File: src/rtl/gpio_dbc_pkg.sv
package gpio_dbc_pkg;

  localparam int ADDR_W = 7;

  typedef enum logic [ADDR_W-1:0] {
    OFF_DOUT   = 7'h00,
    OFF_DIN    = 7'h04,
    OFF_DIR    = 7'h08,
    OFF_BYP    = 7'h0C,
    OFF_SET    = 7'h10,
    OFF_CLR    = 7'h14,
    OFF_PULLEN = 7'h18,
    OFF_PULLHI = 7'h1C,
    OFF_IEN    = 7'h20,
    OFF_IRAW   = 7'h24,
    OFF_IMSKD  = 7'h28,
    OFF_IMASK  = 7'h2C,
    OFF_ICLR   = 7'h30,
    OFF_TRIG   = 7'h34,
    OFF_BOTH   = 7'h38,
    OFF_POL    = 7'h3C,
    OFF_DBEN   = 7'h40,
    OFF_SCALE  = 7'h44
  } regOff_e;

  // strobes from control to datapath
  typedef struct packed {
    logic tick;      // prescaler tick for debounce sampling
    logic clrEn;     // write to interrupt clear register this cycle
    logic blockAll;  // prescale is zero: debounced pins may not detect
  } pathStrobe_t;

endpackage

File: src/rtl/gpio_dbc_ctrl.sv
module gpio_dbc_ctrl
  import gpio_dbc_pkg::*;
#(
  parameter int NUM_PINS = 32,
  parameter int DATA_W   = 32,
  parameter int SCALE_W  = 16
) (
  input  logic                clk,
  input  logic                rstN,
  input  logic                regWrEn,
  input  logic [ADDR_W-1:0]   regAddr,
  input  logic [DATA_W-1:0]   regWdata,
  output logic [DATA_W-1:0]   regRdata,
  input  logic [NUM_PINS-1:0] pinSync,
  input  logic [NUM_PINS-1:0] rawState,
  output logic [NUM_PINS-1:0] dataOut,
  output logic [NUM_PINS-1:0] dirOut,
  output logic [NUM_PINS-1:0] bypass,
  output logic [NUM_PINS-1:0] pullEn,
  output logic [NUM_PINS-1:0] pullHigh,
  output logic [NUM_PINS-1:0] intEn,
  output logic [NUM_PINS-1:0] intMask,
  output logic [NUM_PINS-1:0] trigLvl,
  output logic [NUM_PINS-1:0] trigBoth,
  output logic [NUM_PINS-1:0] trigPol,
  output logic [NUM_PINS-1:0] dbEn,
  output logic [NUM_PINS-1:0] maskedState,
  output pathStrobe_t         strobe
);

  logic [NUM_PINS-1:0] wData;
  logic [SCALE_W-1:0]  scale;
  logic [SCALE_W-1:0]  scaleCnt;
  logic                scaleZero;
  logic                tickNow;

  assign wData = regWdata[NUM_PINS-1:0];

  always_ff @(posedge clk or negedge rstN) begin
    if (!rstN) begin
      dataOut  <= '0;
      dirOut   <= '0;
      bypass   <= '0;
      pullEn   <= '0;
      pullHigh <= '0;
      intEn    <= '0;
      intMask  <= '0;
      trigLvl  <= '0;
      trigBoth <= '0;
      trigPol  <= '0;
      dbEn     <= '0;
      scale    <= '0;
    end else if (regWrEn) begin
      case (regAddr)
        OFF_DOUT:   dataOut  <= wData;
        OFF_SET:    dataOut  <= dataOut | wData;
        OFF_CLR:    dataOut  <= dataOut & ~wData;
        OFF_DIR:    dirOut   <= wData;
        OFF_BYP:    bypass   <= wData;
        OFF_PULLEN: pullEn   <= wData;
        OFF_PULLHI: pullHigh <= wData;
        OFF_IEN:    intEn    <= wData;
        OFF_IMASK:  intMask  <= wData;
        OFF_TRIG:   trigLvl  <= wData;
        OFF_BOTH:   trigBoth <= wData;
        OFF_POL:    trigPol  <= wData;
        OFF_DBEN:   dbEn     <= wData;
        OFF_SCALE:  scale    <= regWdata[SCALE_W-1:0];
        default: ;
      endcase
    end
  end

  // shared debounce prescaler: one tick every 'scale' clocks
  assign scaleZero = (scale == '0);
  assign tickNow   = !scaleZero && (scaleCnt >= scale - 1'b1);

  always_ff @(posedge clk or negedge rstN) begin
    if (!rstN)                    scaleCnt <= '0;
    else if (scaleZero || tickNow) scaleCnt <= '0;
    else                          scaleCnt <= scaleCnt + 1'b1;
  end

  assign maskedState = rawState & intEn & ~intMask;

  always_comb begin
    strobe          = '0;
    strobe.tick     = tickNow;
    strobe.clrEn    = regWrEn && (regAddr == OFF_ICLR);
    strobe.blockAll = scaleZero;
  end

  always_comb begin
    regRdata = '0;
    case (regAddr)
      OFF_DOUT:   regRdata[NUM_PINS-1:0] = dataOut;
      OFF_DIN:    regRdata[NUM_PINS-1:0] = pinSync;
      OFF_DIR:    regRdata[NUM_PINS-1:0] = dirOut;
      OFF_BYP:    regRdata[NUM_PINS-1:0] = bypass;
      OFF_PULLEN: regRdata[NUM_PINS-1:0] = pullEn;
      OFF_PULLHI: regRdata[NUM_PINS-1:0] = pullHigh;
      OFF_IEN:    regRdata[NUM_PINS-1:0] = intEn;
      OFF_IRAW:   regRdata[NUM_PINS-1:0] = rawState;
      OFF_IMSKD:  regRdata[NUM_PINS-1:0] = maskedState;
      OFF_IMASK:  regRdata[NUM_PINS-1:0] = intMask;
      OFF_TRIG:   regRdata[NUM_PINS-1:0] = trigLvl;
      OFF_BOTH:   regRdata[NUM_PINS-1:0] = trigBoth;
      OFF_POL:    regRdata[NUM_PINS-1:0] = trigPol;
      OFF_DBEN:   regRdata[NUM_PINS-1:0] = dbEn;
      OFF_SCALE:  regRdata[SCALE_W-1:0]  = scale;
      default:    regRdata = '0;
    endcase
  end

  // set register only raises bits
  assert_set_raises_R3: assert property (@(posedge clk) disable iff (!rstN)
    (regWrEn && regAddr == OFF_SET) |=>
      ((dataOut & $past(wData)) == $past(wData)) &&
      ((dataOut & ~$past(wData)) == ($past(dataOut) & ~$past(wData))));

  // clear register only lowers bits
  assert_clear_lowers_R4: assert property (@(posedge clk) disable iff (!rstN)
    (regWrEn && regAddr == OFF_CLR) |=>
      ((dataOut & $past(wData)) == '0) &&
      ((dataOut & ~$past(wData)) == ($past(dataOut) & ~$past(wData))));

  // no tick while prescale is zero
  assert_no_tick_zero_R10: assert property (@(posedge clk) disable iff (!rstN)
    (scale == '0) |-> !strobe.tick);

endmodule

File: src/rtl/gpio_dbc_path.sv
module gpio_dbc_path
  import gpio_dbc_pkg::*;
#(
  parameter int NUM_PINS    = 32,
  parameter int SYNC_STAGES = 2
) (
  input  logic                clk,
  input  logic                rstN,
  input  logic [NUM_PINS-1:0] padIn,
  input  pathStrobe_t         strobe,
  input  logic [NUM_PINS-1:0] clrData,
  input  logic [NUM_PINS-1:0] trigLvl,
  input  logic [NUM_PINS-1:0] trigBoth,
  input  logic [NUM_PINS-1:0] trigPol,
  input  logic [NUM_PINS-1:0] dbEn,
  output logic [NUM_PINS-1:0] pinSync,
  output logic [NUM_PINS-1:0] rawState
);

  logic [NUM_PINS-1:0] syncPipe [SYNC_STAGES];
  logic [NUM_PINS-1:0] candLvl;
  logic [NUM_PINS-1:0] stableLvl;
  logic [NUM_PINS-1:0] sameBits;
  logic [NUM_PINS-1:0] filtLvl;
  logic [NUM_PINS-1:0] prevFilt;
  logic [NUM_PINS-1:0] riseEv;
  logic [NUM_PINS-1:0] fallEv;
  logic [NUM_PINS-1:0] edgeEv;
  logic [NUM_PINS-1:0] lvlAct;
  logic [NUM_PINS-1:0] blockVec;
  logic [NUM_PINS-1:0] clrBits;
  logic [NUM_PINS-1:0] nextRaw;

  // input synchroniser chain
  always_ff @(posedge clk or negedge rstN) begin
    if (!rstN) syncPipe[0] <= '0;
    else       syncPipe[0] <= padIn;
  end

  for (genvar s = 1; s < SYNC_STAGES; s++) begin : g_sync
    always_ff @(posedge clk or negedge rstN) begin
      if (!rstN) syncPipe[s] <= '0;
      else       syncPipe[s] <= syncPipe[s-1];
    end
  end

  assign pinSync = syncPipe[SYNC_STAGES-1];

  // debounce: take a level when two successive ticks agree
  assign sameBits = ~(pinSync ^ candLvl);

  always_ff @(posedge clk or negedge rstN) begin
    if (!rstN) begin
      candLvl   <= '0;
      stableLvl <= '0;
    end else if (strobe.tick) begin
      candLvl   <= pinSync;
      stableLvl <= (sameBits & pinSync) | (~sameBits & stableLvl);
    end
  end

  assign filtLvl = (dbEn & stableLvl) | (~dbEn & pinSync);

  always_ff @(posedge clk or negedge rstN) begin
    if (!rstN) prevFilt <= '0;
    else       prevFilt <= filtLvl;
  end

  // detection
  assign riseEv   = filtLvl & ~prevFilt;
  assign fallEv   = ~filtLvl & prevFilt;
  assign edgeEv   = (trigBoth & (riseEv | fallEv)) |
                    (~trigBoth & ((~trigPol & riseEv) | (trigPol & fallEv)));
  assign lvlAct   = filtLvl ^ trigPol;
  assign blockVec = dbEn & {NUM_PINS{strobe.blockAll}};
  assign clrBits  = strobe.clrEn ? clrData : '0;

  // a new edge wins over a clear in the same cycle
  assign nextRaw = (trigLvl & lvlAct & ~blockVec) |
                   (~trigLvl & ((rawState & ~clrBits) | (edgeEv & ~blockVec)));

  always_ff @(posedge clk or negedge rstN) begin
    if (!rstN) rawState <= '0;
    else       rawState <= nextRaw;
  end

  // a blocked pin never gains a raw bit
  assert_blocked_quiet_R11: assert property (@(posedge clk) disable iff (!rstN)
    1'b1 |=> ((rawState & ~$past(rawState) & $past(blockVec)) == '0));

  // the debounced level moves only on a tick
  assert_stable_on_tick_R10: assert property (@(posedge clk) disable iff (!rstN)
    !strobe.tick |=> $stable(stableLvl));

  // a latched edge bit holds unless cleared or the mode changes
  assert_edge_latched_R6: assert property (@(posedge clk) disable iff (!rstN)
    1'b1 |=> (($past(rawState & ~trigLvl & ~clrBits) & ~trigLvl & ~rawState) == '0));

endmodule

File: src/rtl/gpio_dbc_top.sv
module gpio_dbc_top
  import gpio_dbc_pkg::*;
#(
  parameter int NUM_PINS    = 32,
  parameter int DATA_W      = 32,
  parameter int SCALE_W     = 16,
  parameter int SYNC_STAGES = 2
) (
  input  logic                clk,
  input  logic                rstN,
  input  logic                regWrEn,
  input  logic [ADDR_W-1:0]   regAddr,
  input  logic [DATA_W-1:0]   regWdata,
  output logic [DATA_W-1:0]   regRdata,
  input  logic [NUM_PINS-1:0] padIn,
  output logic [NUM_PINS-1:0] padOut,
  output logic [NUM_PINS-1:0] padOutEn,
  output logic [NUM_PINS-1:0] padBypass,
  output logic [NUM_PINS-1:0] padPullEn,
  output logic [NUM_PINS-1:0] padPullHigh,
  output logic                irqOut
);

  pathStrobe_t         strobe;
  logic [NUM_PINS-1:0] pinSync;
  logic [NUM_PINS-1:0] rawState;
  logic [NUM_PINS-1:0] maskedState;
  logic [NUM_PINS-1:0] intEn;
  logic [NUM_PINS-1:0] intMask;
  logic [NUM_PINS-1:0] trigLvl;
  logic [NUM_PINS-1:0] trigBoth;
  logic [NUM_PINS-1:0] trigPol;
  logic [NUM_PINS-1:0] dbEn;

  gpio_dbc_ctrl #(
    .NUM_PINS(NUM_PINS), .DATA_W(DATA_W), .SCALE_W(SCALE_W)
  ) u_ctrl (
    .clk(clk), .rstN(rstN),
    .regWrEn(regWrEn), .regAddr(regAddr), .regWdata(regWdata), .regRdata(regRdata),
    .pinSync(pinSync), .rawState(rawState),
    .dataOut(padOut), .dirOut(padOutEn), .bypass(padBypass),
    .pullEn(padPullEn), .pullHigh(padPullHigh),
    .intEn(intEn), .intMask(intMask),
    .trigLvl(trigLvl), .trigBoth(trigBoth), .trigPol(trigPol), .dbEn(dbEn),
    .maskedState(maskedState), .strobe(strobe)
  );

  gpio_dbc_path #(
    .NUM_PINS(NUM_PINS), .SYNC_STAGES(SYNC_STAGES)
  ) u_path (
    .clk(clk), .rstN(rstN), .padIn(padIn), .strobe(strobe),
    .clrData(regWdata[NUM_PINS-1:0]),
    .trigLvl(trigLvl), .trigBoth(trigBoth), .trigPol(trigPol), .dbEn(dbEn),
    .pinSync(pinSync), .rawState(rawState)
  );

  assign irqOut = |maskedState;

  // interrupt needs an enabled, unmasked raw bit
  assert_irq_gated_R9: assert property (@(posedge clk) disable iff (!rstN)
    irqOut |-> ((|intEn) && (|rawState) && ~(&intMask)));

endmodule

File: config.mk
export PLATFORM = sky130hd
export DESIGN_NAME = gpio_dbc_top
export DESIGN_NICKNAME = d
export VERILOG_FILES = /design/src/rtl/gpio_dbc_pkg.sv /design/src/rtl/gpio_dbc_ctrl.sv /design/src/rtl/gpio_dbc_path.sv /design/src/rtl/gpio_dbc_top.sv
export SDC_FILE = /design/constraint.sdc
export NUM_CORES = 1
export LEC_CHECK = 0
export BUFFER_PORTS_ARGS = -buffer_cell sky130_fd_sc_hd__buf_2
export CAP_MARGIN = 20
export CORE_MARGIN = 2
export CORE_UTILIZATION = 45
export CTS_BUF_LIST = sky130_fd_sc_hd__clkbuf_8
export DETAILED_ROUTE_END_ITERATION = 12
export SLEW_MARGIN = 30
export SYNTH_ARGS = -nofsm -noshare
export SYNTH_HDL_FRONTEND = slang
export SYNTH_HIERARCHICAL = 1
export SYNTH_SLANG_ARGS = --single-unit
File: constraint.sdc
create_clock -name clk -period 7 [get_ports clk]
set_input_delay 0.35 -clock clk [delete_from_list [all_inputs] [get_ports clk]]
set_output_delay 0.35 -clock clk [all_outputs]
set_load 0.1 [all_outputs]
======== Word-level counts from Yosys, hierarchy flattened ========
Index checks and enable logic that the tools add are counted.
word-level totals
  bits in registers ....................... 576
  bits of input ports ..................... 74
  output and inout bits ................... 193
operators by class
  bitwise logic cells ..................... 41
  reductions and logical operators ........ 20
  $add $sub $neg .......................... 2
  muxes and demuxes ....................... 5
  $lt $le $gt $ge ......................... 1
  equality and inequality tests ........... 17
operators by type and width
  cell                                                  number
  bitwise AND 32 bit                                    19
  NOT 32 bit                                            12
  OR 32 bit                                             8
  one-hot mux 16 bit (15 select lines)                  1
  one-hot mux 16 bit (14 select lines)                  1
  one-hot mux 32 bit (3 select lines)                   1
  bitwise XOR 32 bit                                    2
  equality test 7 x 6 -> 1 bit (second input constant)  8
  two-way mux 32 bit                                    1
  OR reduction 32 bit                                   1
  equality test 7 x 5 -> 1 bit (second input constant)  4
  AND reduction 2 bit                                   12
  adder 16 x 1 -> 16 bit (second input constant)        1
  greater-or-equal comparator 16 bit                    1
  zero test 16 bit                                      1
  two-way mux 16 bit                                    1
  subtractor 16 x 1 -> 16 bit (second input constant)   1
  equality test 7 x 4 -> 1 bit (second input constant)  2
  equality test 7 bit (second input constant)           2
  equality test 7 x 3 -> 1 bit (second input constant)  1
  zero test 7 bit                                       1
  nonzero test 3 bit                                    1
  logical AND 1 bit                                     2
  zero test 1 bit                                       1
  logical OR 1 bit                                      1

======== Logic depth before layout (Yosys ltp) ========
Gate-level depths: netlist of run 1.
  depth after elaboration ................. 13
  depth in mapped cells ................... 16
  gate-level depth less buffers ........... 14

======== Cells and area by module ========
Netlist of run 1, hierarchy kept.
modules (own cells, without submodules)
  module         times used  cells each  sequential area each (µm²)  area an instance (µm²)
  gpio_dbc_ctrl  1           1666        9609.2                      20136.8
  gpio_dbc_path  1           884         4804.6                      10073.4
  gpio_dbc_top   1           11          0.0                         75.1

======== Worst setup path before layout of run 1 ========
OpenSTA, ideal clock, no wires.
  path type ............................... register to register
  start ................................... register u_ctrl.scale[6]
  end ..................................... register u_path.candLvl[23]
  path slack .............................. 3.379 ns
  stages on the path, launching flop included .. 14
  library setup time ...................... 0.125 ns
  arrival time ............................ 3.497 ns
  buffers on the path ..................... 3
  period minus slack after synthesis ...... 3.621 ns
  path through ............................ dfrtp_1 or4_1 or3_1 nor2b_1 xnor2_1 ha_1 nand4_1 or3_1 nor4_1 o31a_1 buf_4 buf_2 buf_4 mux2_2
between the ends
  word-level cells in the longest chain between the ends .. 3
  elaborated cells between the ends (all ways) .. 5
  classes of those cells .................. add/sub (1); order compare (1); reduce/logical (3)
RTL lines
  element                                                                       RTL line                                  RTL
  start: declaration                                                            gpio_dbc_ctrl.sv:32                       logic [SCALE_W-1:0] scale;
  start signal: assignment                                                      gpio_dbc_ctrl.sv:68                       OFF_SCALE: scale <= regWdata[SCALE_W-1:0];
  subtractor 16 x 1 -> 16 bit / zero test 16 bit (equally long branches)        gpio_dbc_ctrl.sv:76, gpio_dbc_ctrl.sv:75
  greater-or-equal comparator 16 bit / zero test 1 bit (equally long branches)  gpio_dbc_ctrl.sv:76                       assign tickNow = !scaleZero && (scaleCnt >= scale - 1'b1);
  logical AND 1 bit (*)                                                         gpio_dbc_ctrl.sv:76
  via u_ctrl.tickNow                                                            gpio_dbc_ctrl.sv:35                       logic tickNow;
  end signal: assignment                                                        gpio_dbc_path.sv:57                       candLvl <= pinSync;
  end: declaration                                                              gpio_dbc_path.sv:21                       logic [NUM_PINS-1:0] candLvl;
The timed path passes the listed nets; every way through them passes the cells marked *.
A chain may end at the register's enable or synchronous reset.

==> impl_results.md, run 1 <==
* Status: finished, final reports clean
* Crit path kind: register to register
* Crit path top cell by count: or3_1
* Share of cells above drive strength 1 at 35.2%
* H-tree levels at 3
* Slowest cell on the critical path: o31a_4
* Initial antenna violation count at 3
* Peak supply drop at 185 uV
* RSZ-0062 raised after global routing: no
* WL final at 98,600 um
* Fmax achieved at 0.230 GHz
* Clock tree sinks at 576
* Seq/Total Area, Yosys at 47.6%
* Worst Path Arrival at 4.94 ns
* Detailed Route Iter0 Violations at 2,130
* CTS tree: yes
* Max Cap Viol at 0
* Count of final max-slew check failures at 0
* CTS Buffer Depth at 3
* Number of buffers created by CTS at 104
* Hold Fails Final Rpt at 0
* Most frequent cells in the layout: dfrtp_1, mux2_2, buf_2
* P&R area growth vs syn at 14.3%
* Synth Cell Area at 30,300 um^2
* Crit end category: register
* Worst stage delay on the critical path at 0.58 ns
* Core Area at 66,900 um^2
* First-pass GRT wire length at 147,000 um
* Worst-Margin Slew at 1.08 ns
* Commonest non-fill, non-tap cell in the layout: dfrtp_1
* Synth unique cells at 84
* Pwr/cell area at 266 nW/um^2
* Pleak at 0.0162 uW
* Min setup slack post-route at 2.64 ns
* Period utilization at 62.2%
* Remaining antenna violation count at 0
* Vias in the first global route at 23,100
* Crit path cell chain: or4_1 -> or3_1 -> nor3_1 -> xnor2_1 -> ha_1 -> nand4_1 -> or3_1 -> nor4_1 -> o31a_4 -> buf_12 -> mux2_2
* Relative slew margins at 27.7%
* Gr ovfl total at 0
* Final GP Congestion at 0.877
* Syn Nets at 2,718
* Number of enable flip-flop cells after synthesis at 0
* GRT Resource Usage Total at 28.0%
* Ports at 267
* CP Buf/Inv Count at 1
* Nets at 2,976
* Via-to-Cell Ratio at 6.02
* Crit Path Max Fanout at 51
* Total iterations of the first detailed-routing run at 6
* Clk_skew at 0.0352 ns
* DP Cell Count at 3,530
* Top FF cell, synth: dfrtp_1
* Mapped Cells at 2,561
* Largest net degree at the start of global routing at 168
* Hold slack at 0.0552 ns
* TNS Setup at 0 ns
* Die Wd at 263 um
* Rows at 95
* DR vias at 22,700
* Warnings from Yosys at 6
* Port buffer count at 266
* Setup WS pre-CTS at 2.67 ns
* Post-DP HPWL at 62,000 um
* Final min period at 4.36 ns
* CTS Root Cell: clkbuf_8
* Residual DRC count at 0
* Post-synthesis async set-or-reset flop share at 100%
* Setup-failing EPs final at 0
* Clk slew on worst S/H paths at 0.06 ns
* Die Area at 69,400 um^2
* WL per Instance at 26.1 um
* Non-Filler Instances at 3,773
* Hold Crit Class: input pin to register
* Initial core utilization at 45.3%
* Register bit count reported by yosys at 576
* Largest delay share family, worst path: simple AND/OR/NAND/NOR gates
* Clk_lat worst skew at 0.73 ns
* CP Launch Type: register
* WP data required at 7.58 ns
* Syn Area/Cell at 11.8 um^2
* Chip Height at 263 um
[Yosys cell counts, drive strengths merged (3+ instances only)]
cell type	instances	area, um^2
a2111o	5	56.3
nand4	6	37.5
nand2	115	439
a32oi	6	52.6
a222oi	9	90.1
or4	5	45.0
nand2b	70	438
xor2	12	105
and4b	4	40.0
nor2b	13	81.3
nand3	42	253
o31ai	7	52.6
nor2	125	577
mux2	412	4750
mux2i	92	921
o311ai	6	52.6
nand3b	6	45.0
a21oi	197	1230
a31oi	3	18.8
o221a	30	338
o22ai	51	319
nor4	14	100
ha	83	1040
clkbuf	25	93.8
nor4b	3	56.3
o21ai	67	388
a221oi	13	114
a22oi	114	946
xnor2	80	701
dfrtp	576	14400
buf	178	1140
a311oi	3	26.3
or3	13	81.3
nor3b	6	76.3
a211oi	7	52.6
inv	71	267
o211ai	27	273
o21bai	5	37.5
mux4	4	90.1
a22o	17	149
and3	3	18.8
nor3	15	90.1
[flip-flops by register name (all words and copies together), names as in the netlist, named ones only]
signal and flops:
u_path/prevFilt 32, u_ctrl/trigBoth 32, u_ctrl/pullEn 32, u_ctrl/dbEn 32
u_path/syncPipe 32, u_ctrl/pullHigh 32, u_ctrl/trigLvl 32, u_ctrl/dataOut 32
u_ctrl/scale 16, u_path/pinSync 32, u_ctrl/intMask 32, u_ctrl/scaleCnt 16
u_path/rawState 32, u_ctrl/dirOut 32, u_ctrl/intEn 32, u_ctrl/trigPol 32
u_ctrl/bypass 32, u_path/candLvl 32
[stage by stage]
step / power [uW] / instance area (um^2) / util, %
2_1_floorplan: 5490 / 30300 / -
4_1_cts: 9300 / 34500 / 51.6
6_report: 9220 / 34600 / 51.7
3_3_place_gp: 5940 / 31800 / 47.6
3_5_place_dp: 5990 / 31900 / 47.6
5_1_grt: 9600 / 34600 / 51.7
[power by group]
group	switching, uW	internal, uW	total [uW]
logic	1460	586	2040
registers	326	3610	3930
clock network	1450	1790	3240
total	3240	5980	9220
[final timing paths]
check,slack [ns],end,depth (start not counted),from
worst max-delay path,2.64,u_path/candLvl[31]$_DFFE_PN0P_,11,u_ctrl/scale[6]$_DFFE_PN0P_
worst min-delay path,0.06,u_ctrl/dataOut[31]$_DFFE_PN0P_,2,regWdata[31]
worst max register to register,2.64,u_path/candLvl[31]$_DFFE_PN0P_,11,u_ctrl/scale[6]$_DFFE_PN0P_
worst min register to register,0.35,u_path/pinSync[28]$_DFF_PN0_,0,u_path/syncPipe[60]$_DFF_PN0_
max in group asynchronous,5.25,u_ctrl/trigPol[22]$_DFFE_PN0P_,4,rstN
min in group asynchronous,0.29,u_path/pinSync[9]$_DFF_PN0_,2,rstN
[cell families (layout without fill, tap and decap cells)]
group	after synthesis	in the layout	share of synthesized area, %
and+or+nand+nor	452	452	8.21
AOI/OAI and AO/OA	576	576	14.1
adders and majority gates	83	83	3.43
buffers and inverters	274	611	4.95
muxes	508	508	19.0
xor gates and xnor gates	92	92	2.66
DFF	576	576	47.6
other	0	2	0
[area by class of cell]
| class | instances | area (um^2) |
|---|---|---|
| antenna | 2 | 5.00 |
| clock buffer | 128 | 1760 |
| clock inverter | 57 | 359 |
| fill | 5853 | 32300 |
| inverter | 71 | 268 |
| multi-input combinational | 1711 | 14500 |
| sequential | 576 | 14400 |
| tap | 873 | 1090 |
| timing repair buffer | 355 | 2240 |
[routing by layer]
layer	vias to the layer above	part of all wire [%]	wire [um]	track usage [%]
met2	1004	46	45000	43.7
met4	2	4.7	4630	13.2
li1	9847	-	-	-
met1	11600	43	41900	37.7
met3	264	7.1	7020	5.18
met5	-	0.016	16	0
[timing repair]
item	in CTS	in global routing
endpoints found under the hold margin	152	0
hold buffers	54	0
setup buffers	0	0
gates resized for setup	0	0
setup endpoints to repair	0	0
Power figures use the tool's default switching activity.
==> run 2, diff against run 1 <==
--- a/config.mk
+++ b/config.mk
@@ -5,6 +5,7 @@
 export SDC_FILE = /design/constraint.sdc
 export NUM_CORES = 1
 export LEC_CHECK = 0
+export ABC_AREA = 1
 export BUFFER_PORTS_ARGS = -buffer_cell sky130_fd_sc_hd__buf_2
 export CAP_MARGIN = 20
 export CORE_MARGIN = 2
==> constraint.sdc (replaced) <==
create_clock -name clk -period 4.3 [get_ports clk]
set_input_delay 0.215 -clock clk [delete_from_list [all_inputs] [get_ports clk]]
set_output_delay 0.215 -clock clk [all_outputs]
set_load 0.1 [all_outputs]
==> impl_results.md, run 2 <==
* Mapped Cells at 4,296 (+68%)
* Residual DRC count at 0 (unchanged)
* Main area contributors after synthesis: dfrtp_1, nand2_1, inv_1
* Int Pwr at 9810 uW (+64%)
* Fin util at 53.0% (+1.3 points)
* CTS Buffer Depth at 3 (unchanged)
* Top FF cell, synth: dfrtp_1
* Remaining antenna violation count at 0 (unchanged)
* Max Cap Viol at 0 (unchanged)
* Clock share of power at 37.6% (+2.4 points)
* Final GP Congestion at 0.865 (-1.3%)
* Chip Height at 265 um (+0.76%)
* Post-CTS setup buffer count at 0 (unchanged)
* Synth cell count leaders: nand2_1, inv_1, dfrtp_1, o21ai_0, nor2_1
* Setup-failing EPs final at 0 (unchanged)
* CP Buf/Inv Count at 4 (+3)
* TNS Setup at 0 ns (unchanged)
* Commonest non-fill, non-tap cell in the layout: nand2_1
* Net switching power at 5430 uW (+68%)
* Hold Crit Class: input pin to asynchronous set/reset pin
* H-tree levels at 3 (unchanged)
* Synth Cell Area at 30,800 um^2 (+1.6%)
* Via-to-Cell Ratio at 5.08 (-16%)
* WL per Instance at 18.3 um (-30%)
* Nets at 4,725 (+59%)
* Syn Area/Cell at 7.16 um^2 (-39%)
* Crit Path Max Fanout at 32 (-37%)
* CTS Root Cell: clkbuf_8
* Ports at 267 (unchanged)
* Seq pwr share at 42.5% (-0.2 points)
* Rows at 95 (unchanged)
* Fmax achieved at 0.312 GHz (+36%)
* Relative slew margins at 33.1% (+5.4 points)
* Synth unique cells at 29 (-65%)
* Worst stage delay on the critical path at 0.40 ns (-0.18 ns)
* Die Area at 70,500 um^2 (+1.5%)
* Clk_skew at 0.0376 ns (+0.00241 ns)
* Detailed Route Iter0 Violations at 2,715 (+27%)
* Status: finished, final reports clean
* Initial antenna violation count at 6 (+3)
* Most frequent cells in the layout: nand2_1, inv_1, dfrtp_1
* Largest delay share family, worst path: simple AND/OR/NAND/NOR gates
* Period utilization at 74.4% (+12 points)
* Initial core utilization at 45.6% (+0.38 points)
* Seq/Total Area, Yosys at 46.9% (-0.73 points)
* Pwr/cell area at 427 nW/um^2 (+60%)
* # fillers at 6,475 (+11%)
* RSZ-0062 raised after global routing: no
* Worst Path Arrival at 3.85 ns (-1.09 ns)
* GRT Resource Usage Total at 28.4% (+0.46 points)
* CP Launch Type: register
* Register bit count reported by yosys at 576 (unchanged)
* P&R area growth vs syn at 16.1%
* Crit path kind: register to register
* Count of final max-slew check failures at 0 (unchanged)
* Most numerous cell in the Yosys netlist: nand2_1
* Total iterations of the first detailed-routing run at 6 (unchanged)
* Multi-input combinational cell area at 13,100 um^2 (-9.4%)
* Largest net degree at the start of global routing at 128 (-24%)
* Clk_lat worst skew at 0.73 ns (about the same)
* DR vias at 28,100 (+23%)
* Final min period at 3.20 ns (-1.16 ns)
* Clock tree sinks at 576 (unchanged)
* Core Area at 67,400 um^2 (+0.71%)
* Peak supply drop at 323 uV (+75%)
* Port buffer count at 266 (unchanged)
* Post-synthesis async set-or-reset flop share at 100% (unchanged)
* Warnings from Yosys at 6 (unchanged)
* Die Wd at 265 um (+0.76%)
* Pleak at 0.0192 uW (+19%)
* Syn Nets at 4,453 (+64%)
* Vias in the first global route at 25,500 (+10%)
* Worst-Margin Slew at 1.00 ns (-0.0798 ns)
* Number of enable flip-flop cells after synthesis at 0 (unchanged)
* Crit path cell chain: inv_1 -> ha_1 -> nand2_1 -> nor2_1 -> nand4_1 -> xor2_1 -> inv_1 -> ha_1 -> nand4_1 -> a21oi_1 -> nor2_1 -> a21oi_4 -> buf_4 -> nand2_1 -> nor2_1 -> o21ai_0 -> inv_1
* DP Cell Count at 5,270 (+49%)
* Total power at 15,200 uW (+65%)
* Hold slack at 0.0506 ns (-0.00462 ns)
* Largest area contributor in the netlist: dfrtp_1
* Crit end category: register
* Hold Fails Final Rpt at 0 (unchanged)
* CTS tree: yes
* First-pass GRT wire length at 153,000 um (+4.4%)
* WP data required at 4.95 ns (-2.63 ns)
* WL final at 101,000 um (+2.7%)
* Sw Ratio at 35.6% (+0.52 points)
* Synth top area share at 46.9% (-0.73 points)
* Post-DP HPWL at 67,100 um (+8.2%)
* Seq. cell area at 14,400 um^2 (unchanged)
* Slowest cell on the critical path: buf_4
* Number of buffers created by CTS at 104 (unchanged)
* Share of total power in combinational logic at 19.9% (-2.3 points)
* Gr ovfl total at 0 (unchanged)
* Clk slew on worst S/H paths at 0.06 ns (about the same)
* Non-Filler Instances at 5,527 (+46%)
* Share of cells above drive strength 1 at 11.4% (-24 points)
-- run 2: cell types whose count changed in the layout (fill, tap and decap cells not counted), moves of 70 or more --
cell | previous run | this run
nand2_1 | 113 | 1613
inv_1 | 110 | 621
o21ai_0 | 25 | 411
mux2_2 | 367 | 0
nand3_1 | 31 | 257
nor2_1 | 111 | 279
a22oi_1 | 96 | 0
mux2i_1 | 92 | 0
xnor2_1 | 80 | 2
nand2b_1 | 70 | 0
-- run 2: worst register-to-register path, cell delays in order (launching register included) --
cell and delay [ns]:
dfrtp_1 0.39, inv_1 0.15, ha_1 0.24, nand2_1 0.10, nor2_1 0.27, nand4_1 0.15, xor2_1 0.16, inv_1 0.06
ha_1 0.29, nand4_1 0.11, a21oi_1 0.14, nor2_1 0.10, a21oi_4 0.19, buf_4 0.40, nand2_1 0.16, nor2_1 0.12
o21ai_0 0.09, inv_1 0.06
-- run 2: cell type report --
cell class | instances | share of cell area [%]
flip-flops and latches | 576 | 40.4
multi-input cells | 2896 | 36.7
repair buffers | 388 | 7.06
inverters | 602 | 6.33
clock buffers | 138 | 5.32
well taps | 873 | 3.06
clock inverters | 51 | 1.18
diodes | 3 | 0.0210
-- run 2: final timing paths --
check | slack (ns) | startpoint | end | depth (start not counted)
max | 1.10 | u_ctrl/scale[0]$_DFFE_PN0P_ | register | 17
min | 0.05 | rstN | u_path/syncPipe[41]$_DFF_PN0_ | 2
max reg2reg | 1.10 | u_ctrl/scale[0]$_DFFE_PN0P_ | register | 17
min reg2reg | 0.35 | u_path/syncPipe[41]$_DFF_PN0_ | u_path/pinSync[9]$_DFF_PN0_ | 0
max in group asynchronous | 3.01 | rstN | u_ctrl/pullEn[21]$_DFFE_PN0P_ | 3
min in group clk | 0.12 | padIn[18] | u_path/syncPipe[50]$_DFF_PN0_ | 2
-- run 2: stage by stage --
stage | worst slack, ns | cell area [um^2]
after floorplan | 1.59 | 30800
after global placement | 1.22 | 32700
after detailed placement | 1.14 | 32700
after CTS | 1.12 | 35700
after global routing | 0.737 | 35700
final | 1.10 | 35700
-- run 2: what timing repair did --
action,CTS,global route
hold buffers,65,0
hold endpoints to repair,199,0
gates resized for setup,0,0
-- run 2: routing by layer --
metal / wire, um / global-route usage (%)
met2: 43800 / 42.6
met5: 129 / 1.25
met4: 1970 / 7.82
met3: 8570 / 5.19
met1: 46800 / 42.0
-- run 2: cells by family after synthesis --
kind of cell | synth area share (%)
compound gates | 9.14
fa+ha+maj | 3.38
xor+xnor | 0.740
buf+inv | 11.0
simple gates | 28.9
flops | 46.9
-- run 2: power by group through the flow --
stage	Combinational, uW	Clock [uW]	Sequential (uW)
floorplan	1020	0	7690
global placement	2950	0	6560
detailed placement	2970	0	6560
CTS	3030	5850	6470
global route	3280	6080	6560
finish	3030	5740	6480
